## config.mk

```make
export PLATFORM = sky130hd
export DESIGN_NAME = tmr_dual_chan
export DESIGN_NICKNAME = d
export VERILOG_FILES = /design/src/rtl/tdc_pkg.sv /design/src/rtl/tdc_infilt.sv /design/src/rtl/tdc_cmp.sv /design/src/rtl/tdc_evt.sv /design/src/rtl/tmr_dual_chan.sv
export SDC_FILE = /design/constraint.sdc
export NUM_CORES = 1
export LEC_CHECK = 0
export BUFFER_PORTS_ARGS = -buffer_cell sky130_fd_sc_hd__buf_2
export CAP_MARGIN = 20
export CORE_UTILIZATION = 58
export DETAILED_ROUTE_END_ITERATION = 12
export GPL_TIMING_DRIVEN = 0
export HOLD_SLACK_MARGIN = 0.05
export PLACE_DENSITY = 0.86
export REMOVE_ABC_BUFFERS = 1
export SYNTH_ARGS = -nofsm -noshare
export SYNTH_HDL_FRONTEND = slang
export SYNTH_SLANG_ARGS = --single-unit
export TNS_END_PERCENT = 50
```

## constraint.sdc

```tcl
create_clock -name clk -period 8.25 [get_ports clk]
set_input_delay 0.825 -clock clk [delete_from_list [all_inputs] [get_ports clk]]
set_output_delay 0.825 -clock clk [all_outputs]
set_load 0.01 [all_outputs]
```

## src/rtl/tdc_pkg.sv

```systemverilog
package tdc_pkg;

    localparam int TBW = 24;

    typedef enum logic [1:0] {
        ACT_KEEP = 2'b00,
        ACT_SET  = 2'b01,
        ACT_CLR  = 2'b10,
        ACT_TGL  = 2'b11
    } pin_act_e;

    typedef enum logic [1:0] {
        EDG_NONE = 2'b00,
        EDG_RISE = 2'b01,
        EDG_FALL = 2'b10,
        EDG_BOTH = 2'b11
    } edge_sel_e;

    typedef struct packed {
        logic rise;
        logic fall;
    } edge_ev_t;

    function automatic logic apply_act(input logic cur, input pin_act_e a);
        case (a)
            ACT_SET: return 1'b1;
            ACT_CLR: return 1'b0;
            ACT_TGL: return ~cur;
            default: return cur;
        endcase
    endfunction

    function automatic logic edge_hit(input edge_sel_e s, input edge_ev_t e);
        return (s[0] & e.rise) | (s[1] & e.fall);
    endfunction

endpackage

```

## src/rtl/tdc_infilt.sv

```systemverilog
module tdc_infilt
    import tdc_pkg::*;
#(
    parameter int FLT_W = 4
) (
    input  logic             clk,
    input  logic             rst,
    input  logic             ce,
    input  logic             bypass,
    input  logic [FLT_W-1:0] len,
    input  logic             pin_in,
    output logic             lvl,
    output edge_ev_t         ev
);
    logic             sync1, sync2;
    logic [FLT_W-1:0] run_q, run_d;
    logic             lvl_q, lvl_d;

    always_ff @(posedge clk) begin
        if (rst) begin
            sync1 <= 1'b0;
            sync2 <= 1'b0;
        end else begin
            sync1 <= pin_in;
            sync2 <= sync1;
        end
    end

    always_comb begin
        lvl_d = lvl_q;
        run_d = '0;
        if (bypass) begin
            lvl_d = sync2;
        end else if (sync2 != lvl_q) begin
            if (({1'b0, run_q} + 1'b1) >= {1'b0, len}) lvl_d = sync2;
            else                                       run_d = run_q + 1'b1;
        end
    end

    always_ff @(posedge clk) begin
        if (rst) begin
            lvl_q <= 1'b0;
            run_q <= '0;
        end else if (ce) begin
            lvl_q <= lvl_d;
            run_q <= run_d;
        end
    end

    assign ev.rise = ce & lvl_d & ~lvl_q;
    assign ev.fall = ce & ~lvl_d & lvl_q;
    assign lvl     = lvl_q;

endmodule

```

## src/rtl/tdc_cmp.sv

```systemverilog
module tdc_cmp #(
    parameter int W  = 24,
    parameter int GE = 1
) (
    input  logic [W-1:0] tb,
    input  logic [W-1:0] mval,
    output logic         hit
);
    generate
        if (GE != 0) begin : g_ge
            logic [W-1:0] diff;
            assign diff = tb - mval;
            assign hit  = ~diff[W-1];
        end else begin : g_eq
            assign hit = (tb == mval);
        end
    endgenerate
endmodule

```

## src/rtl/tdc_evt.sv

```systemverilog
module tdc_evt #(
    parameter int W = 24
) (
    input  logic         clk,
    input  logic         rst,
    input  logic         ce,
    input  logic         en,
    input  logic         t_hit,
    input  logic         m_hit,
    input  logic         clr,
    input  logic [W-1:0] cap_val,
    output logic         lat,
    output logic [W-1:0] cap,
    output logic         mfire
);
    logic armed, set_ev;

    assign armed  = ce & en & ~lat;
    assign mfire  = armed & m_hit;
    assign set_ev = armed & (m_hit | t_hit);

    always_ff @(posedge clk) begin
        if (rst) begin
            lat <= 1'b0;
            cap <= '0;
        end else begin
            if (clr)         lat <= 1'b0;
            else if (set_ev) lat <= 1'b1;
            if (set_ev)      cap <= cap_val;
        end
    end
endmodule

```

## src/rtl/tmr_dual_chan.sv

```systemverilog
module tmr_dual_chan
    import tdc_pkg::*;
#(
    parameter int W     = TBW,
    parameter int FLT_W = 4
) (
    input  logic             clk,
    input  logic             rst,
    input  logic             half_rate,
    input  logic             dual_mode,
    input  logic             flt_bypass,
    input  logic [FLT_W-1:0] flt_len,
    input  logic [W-1:0]     tb_a,
    input  logic [W-1:0]     tb_b,
    input  logic             pin_in,
    input  logic [1:0]       edge1,
    input  logic [1:0]       edge2,
    input  logic [1:0]       act1,
    input  logic [1:0]       act2,
    input  logic [1:0]       mat_sel,
    input  logic [1:0]       cap_sel,
    input  logic [1:0]       mat_wr,
    input  logic [W-1:0]     mat_wdata,
    input  logic [1:0]       clr,
    output logic             pin_out,
    output logic             pin_lvl,
    output logic [1:0]       lat,
    output logic [W-1:0]     cap1,
    output logic [W-1:0]     cap2,
    output logic             srq
);
    localparam int NEV = 2;

    logic                    tgl, ce;
    edge_ev_t                ev;
    logic [NEV-1:0]          mfire;
    logic [NEV-1:0][W-1:0]   cap_q;
    logic                    pin_q, pin_d;

    always_ff @(posedge clk) begin
        if (rst) tgl <= 1'b0;
        else     tgl <= ~tgl;
    end
    assign ce = ~half_rate | tgl;

    tdc_infilt #(.FLT_W(FLT_W)) u_flt (
        .clk    (clk),
        .rst    (rst),
        .ce     (ce),
        .bypass (flt_bypass),
        .len    (flt_len),
        .pin_in (pin_in),
        .lvl    (pin_lvl),
        .ev     (ev)
    );

    generate
        for (genvar e = 0; e < NEV; e++) begin : g_ev
            logic [W-1:0] mreg;
            logic [W-1:0] tb_m;
            logic [W-1:0] tb_c;
            logic         m_hit, t_hit, en;

            always_ff @(posedge clk) begin
                if (rst)            mreg <= '0;
                else if (mat_wr[e]) mreg <= mat_wdata;
            end

            assign tb_m  = mat_sel[e] ? tb_b : tb_a;
            assign tb_c  = cap_sel[e] ? tb_b : tb_a;
            assign en    = (e == 0) ? 1'b1 : dual_mode;
            assign t_hit = edge_hit(edge_sel_e'((e == 0) ? edge1 : edge2), ev);

            tdc_cmp #(.W(W), .GE((e == 0) ? 1 : 0)) u_cmp (
                .tb   (tb_m),
                .mval (mreg),
                .hit  (m_hit)
            );

            tdc_evt #(.W(W)) u_evt (
                .clk     (clk),
                .rst     (rst),
                .ce      (ce),
                .en      (en),
                .t_hit   (t_hit),
                .m_hit   (m_hit),
                .clr     (clr[e]),
                .cap_val (tb_c),
                .lat     (lat[e]),
                .cap     (cap_q[e]),
                .mfire   (mfire[e])
            );
        end
    endgenerate

    always_comb begin
        pin_d = pin_q;
        if (mfire[0]) pin_d = apply_act(pin_d, pin_act_e'(act1));
        if (mfire[1]) pin_d = apply_act(pin_d, pin_act_e'(act2));
    end

    always_ff @(posedge clk) begin
        if (rst) pin_q <= 1'b0;
        else     pin_q <= pin_d;
    end

    assign pin_out = pin_q;
    assign cap1    = cap_q[0];
    assign cap2    = cap_q[1];
    assign srq     = |lat;

endmodule

```

* Word level (Yosys, flattened, before mapping)
Cells that the tools add are included.
** Word-level totals
- Output and inout bits :: 53
- Register bits after elaboration :: 107
- Word-level logic and storage cells :: 70
** Cells by class
- Magnitude comparators :: 1
- Equal/unequal tests :: 8
- Reduce and logical (&&, ||, !) cells :: 3
- Bitwise operators :: 29
- Add/sub/neg operators :: 3
- Muxes and demuxes :: 14
** Operators by type and width (count)
- $mux W24 :: 4
- $eq A24 B24 Y1 :: 1
- $sub A24 B24 Y24 :: 1
- $and A1 B1 Y1 :: 15
- $mux W4 :: 3
- $not A1 Y1 :: 9
- $eq A2 B2 Y1 const B :: 4
- $pmux W1 S3 :: 2
- $reduce_or A2 Y1 :: 3
- $add A4 B1 Y5 const B :: 1
- $ge A5 B4 Y1 :: 1
- $mux W1 :: 5
- $or A1 B1 Y1 :: 5
- $add A4 B1 Y4 const B :: 1
- $eq A2 B1 Y1 const B :: 2
- $ne A1 B1 Y1 :: 1

* Depth between registers and ports, before layout
- Depth after elaboration :: 12
- Mapped depth :: 13
- Mapped depth without buffers :: 10

* Hierarchy
A second synthesis with hierarchy kept.
** Unflattened totals
- Cell total of the unflattened synthesis :: 655
- Area total of the unflattened synthesis :: 7000.5 um^2
** By module, submodules not included
- tmr_dual_chan :: cells an instance 278, times used 1, area an instance 3429.5 um^2
- tdc_evt :: cells an instance 110, times used 2, area an instance 1134.8 um^2
- tdc_cmp at g_ev[0].u_cmp :: cells an instance 80, times used 1, area an instance 583.1 um^2
- tdc_infilt :: cells an instance 45, times used 1, area an instance 454.2 um^2
- tdc_cmp at g_ev[1].u_cmp :: cells an instance 32, times used 1, area an instance 264.0 um^2

* Least setup slack after synthesis
No wires, ideal clock.
- Path type :: input-to-reg
- Start :: in mat_sel[0]
- End :: reg pin_q, in the netlist pin_out
- Stages :: 12
- Data arrival time :: 3.490 ns
- Path slack :: 4.693 ns
- Cells stage by stage :: buf_6 clkbuf_1 mux2_2 ha_1 and4_1 nand2_1 o21ai_0 o21a_1 o21a_1 or4_4 a22o_1 a21oi_2
** On the way
- Word-level cells in the longest chain between the ends :: 8
** RTL lines
- start: declaration :: line tmr_dual_chan.sv:20 : input logic [1:0] mat_sel,
- $mux W24 (*) :: line tmr_dual_chan.sv:69 : assign tb_m = mat_sel[e] ? tb_b : tb_a;
- $sub A24 B24 Y24 (*) :: line tdc_cmp.sv:12 : assign diff = tb - mval;
- $not A1 Y1 (*) :: line tdc_cmp.sv:13 : assign hit = ~diff[W-1];
- $and A1 B1 Y1 (*) :: line tdc_evt.sv:19 : assign mfire = armed & m_hit;
- $mux W1 (*) :: line tmr_dual_chan.sv:98 : if (mfire[0]) pin_d = apply_act(pin_d, pin_act_e'(act1));
- $not A1 Y1 :: line tdc_pkg.sv:28 : ACT_TGL: return ~cur;
- $pmux W1 S3 :: line tdc_pkg.sv:25 : case (a)
- $mux W1 (*) :: line tmr_dual_chan.sv:99 : if (mfire[1]) pin_d = apply_act(pin_d, pin_act_e'(act2));
- end signal: assignment :: line tmr_dual_chan.sv:104 : else pin_q <= pin_d;
- end: declaration :: line tmr_dual_chan.sv:38 : logic pin_q, pin_d;
Every way passes the cells marked *; elsewhere a longest branch is shown, timed or not.
A chain may end at the register's enable or synchronous reset.

* Worst setup path after layout
- Start :: in mat_sel[0]
- End :: reg g_ev[0].u_evt.cap[11]
** On the way
- Word-level cells in the longest chain between the ends :: 5
** RTL lines
- $mux W24 :: line tmr_dual_chan.sv:69
- $sub A24 B24 Y24 :: line tdc_cmp.sv:12
- $not A1 Y1 :: line tdc_cmp.sv:13
- $or A1 B1 Y1 :: line tdc_evt.sv:20 : assign set_ev = armed & (m_hit | t_hit);
- $and A1 B1 Y1 :: line tdc_evt.sv:20
- end signal: assignment :: line tdc_evt.sv:29 : if (set_ev) cap <= cap_val;
- end: declaration :: line tdc_evt.sv:13 : output logic [W-1:0] cap,
No other way between the ends.

==> run metrics <==
status finished, final reports clean; Root Driver clkbuf_8; DRT iter0 DRCs 207; Final WS setup 4275 ps; clock tree buffer depth 2; diode count 0; total of max-cap violations 0; Worst EP arrival 4250 ps; pre-CTS setup slack 3946 ps; Clock transition at path regs 100 ps; vias per cell 5.690; Finished Layout Cells 869; GR Util All Layers 29.37%; Rows 36; Post-DRT Antenna Nets 0; Starting Density 60.20%; #FFs+latches synth 107; clock sink count 107; Setup crit end kind flop; busiest layer in global routing met2; clock skew 9.360 ps; I/O Buffers 150; async set-or-reset flop fraction in the synthesized netlist 0%; vias in the first global route 4,861; met3 Resource Use GR 6.788%; CTS Hold Bufs 0; gr ovfl total 0; met1 usage in global routing 34.81%; Setup TNS Final 0 ps; Crit path required time 8530 ps; gpl congestion 0.8024; Min-Delay Path Class flop to flop; Syn. warnings 0; first-pass GRT wire length 23.76 mm; clock latency on the worst-skew pair 380 ps; fin nets 856; Core Area 9864 sq um; Slew HR 36.50%; Die Y 103.2 um; leading cell type in the layout, fill and taps excluded buf_2; Post-CTS Resized 0; DPL Wire Length 10.84 mm; largest net degree at the start of global routing 55; R2R Path End g_ev[1].u_evt.cap[19]; RSZ-0062 raised after global routing false; syn_area_per_cell 9.719 sq um; Die Span X 103.2 um; Tmin final 3975 ps; area delta synth->final 17.95%; leak pwr 3.407 nW; CP startpoint mat_sel[0]; crit path capture g_ev[0].u_evt.cap[11]; routed length per instance 17.26 um; Crit Path Category primary input to flop; share of cells above drive strength 1 30.71%; most frequent cells in the layout 149 x buf_2, 122 x mux2i_1, 107 x dfxtp_1, 79 x nor2_1, 46 x mux2_2; DRT Pass-1 Iters 5; Finish-stage setup viols 0; Final Max Slew Viols 0; Synth Flop Type dfxtp_1; Mapped Area 5938 sq um; Cells after Synth 611; Fmax 0.2516 GHz; post-CTS setup buffer count 0; die area 10,650 sq um; total number of vias 4,945; reg2reg path depth 10; crit-path most repeated cell a21oi_1; Yosys top cell area share 36.07%; WHS 458.1 ps; slowest cell on the critical path o32ai_4; DRC 0; H-tree Lvls 3; CTS tree done; CP cell instances buf_2, mux2_2, ha_1, a21oi_1, nor2_1, a211oi_1, o211ai_1, o21a_1, o32ai_4, buf_8, a21oi_1, a311oi_1; Final Util 71.00%; Routed WL 15.00 mm; CP max FO 26; Post-synth EDFFs 0; initial antenna violation count 0; flop2flop setup slack 5130 ps; crit path launch type primary input; Seq/Total Area, Yosys 36.07%; Distinct cells, synth 45; VDD IR max 0.0001399 V; Area contributors post-synth dfxtp_1 36%, mux2i_1 21%, mux2_2 8.7%; clock buffer count from CTS 9; area leader, netlist dfxtp_1; worst slew pin tran 952.6 ps; I/O Pins 151; delay of the slowest cell on the worst path 550 ps; reg2reg start u_flt.run_q[0]; Final Cycle Share 48.19%; met2 usage 50.92%; Pwr Density 176.9 nW/um^2; placed insts 853; final hold viol count 0
-- where the power goes --
group / internal (W) / leakage [nW] / switching [W]
combinational: 0.000133 / 2.41 / 0.000161
sequential: 0.000553 / 0.878 / 0.0000202
clock: 0.000189 / 0.116 / 0.000183
total: 0.000875 / 3.41 / 0.000364
-- how the worst min path moves through the flow --
stage               slack, ps           to  cells past startpoint         from
finish                    460          tgl                      1          tgl
global route              480  u_flt.sync2                      1  u_flt.sync1
global placement          420          tgl                      1          tgl
CTS                       450          tgl                      1          tgl
detailed placement        430          tgl                      1          tgl
floorplan                 400          tgl                      1          tgl
-- metrics by stage --
stage | power, W | area [sq um]
after global placement | 0.0008524 | 6649
final | 0.001239 | 7004
after CTS | 0.001247 | 7004
after floorplan | 0.0007463 | 5732
after global routing | 0.001298 | 7004
after detailed placement | 0.0008764 | 6768
-- cell type report --
cell class | instances | area [sq um]
timing repair buffer | 154 | 843.3
fill | 729 | 2860
tap | 133 | 166.4
clock buffer | 11 | 151.4
multi-input combinational | 433 | 3518
clock inverter | 5 | 85.08
inverter | 26 | 97.59
sequential | 107 | 2142
-- kinds of logic (layout without fill, tap and decap cells) --
kind of cell	count (synthesis)	count (layout)	synth area share, %
DFF	107	107	36.07
buffers and inverters	71	196	5.120
AOI/OAI and AO/OA	87	87	10.09
and+or+nand+nor	123	123	9.503
xor gates and xnor gates	27	27	3.982
muxes	169	169	29.54
adders and majority gates	27	27	5.689
-- registers in the layout (all words and copies together) (netlist names) --
register	cells
g_ev.mreg	48
g_ev.u_evt.cap	48
g_ev.u_evt.lat	2
pin_out	1
tgl	1
u_flt.lvl	1
u_flt.run_q	4
u_flt.sync1	1
u_flt.sync2	1
-- layer usage --
layer	vias to the layer above	routed length [um]
met5	-	0
met4	0	260
li1	2420	-
met3	24	816
met1	2353	6431
met2	148	7491
-- critical path: cells and delay by family --
family | cells | cell delay, ps
AOI/OAI and AO/OA | 7 | 1860
adders and majority gates | 1 | 290
buffers and inverters | 2 | 790
muxes | 1 | 420
and+or+nand+nor | 1 | 50
-- synthesized netlist by cell type (5+ instances only) --
master,n
inv_1,26
a21oi_1,36
o21ai_0,5
nor2_1,80
mux2i_1,122
mux2_2,46
buf_2,6
ha_1,27
buf_1,5
xor2_1,9
nand4_1,7
a22oi_1,5
nor2b_1,6
clkbuf_1,28
xnor2_1,18
a311oi_1,24
dfxtp_1,107
nand2_1,9
No activity file was read; power rests on OpenSTA's default activity.
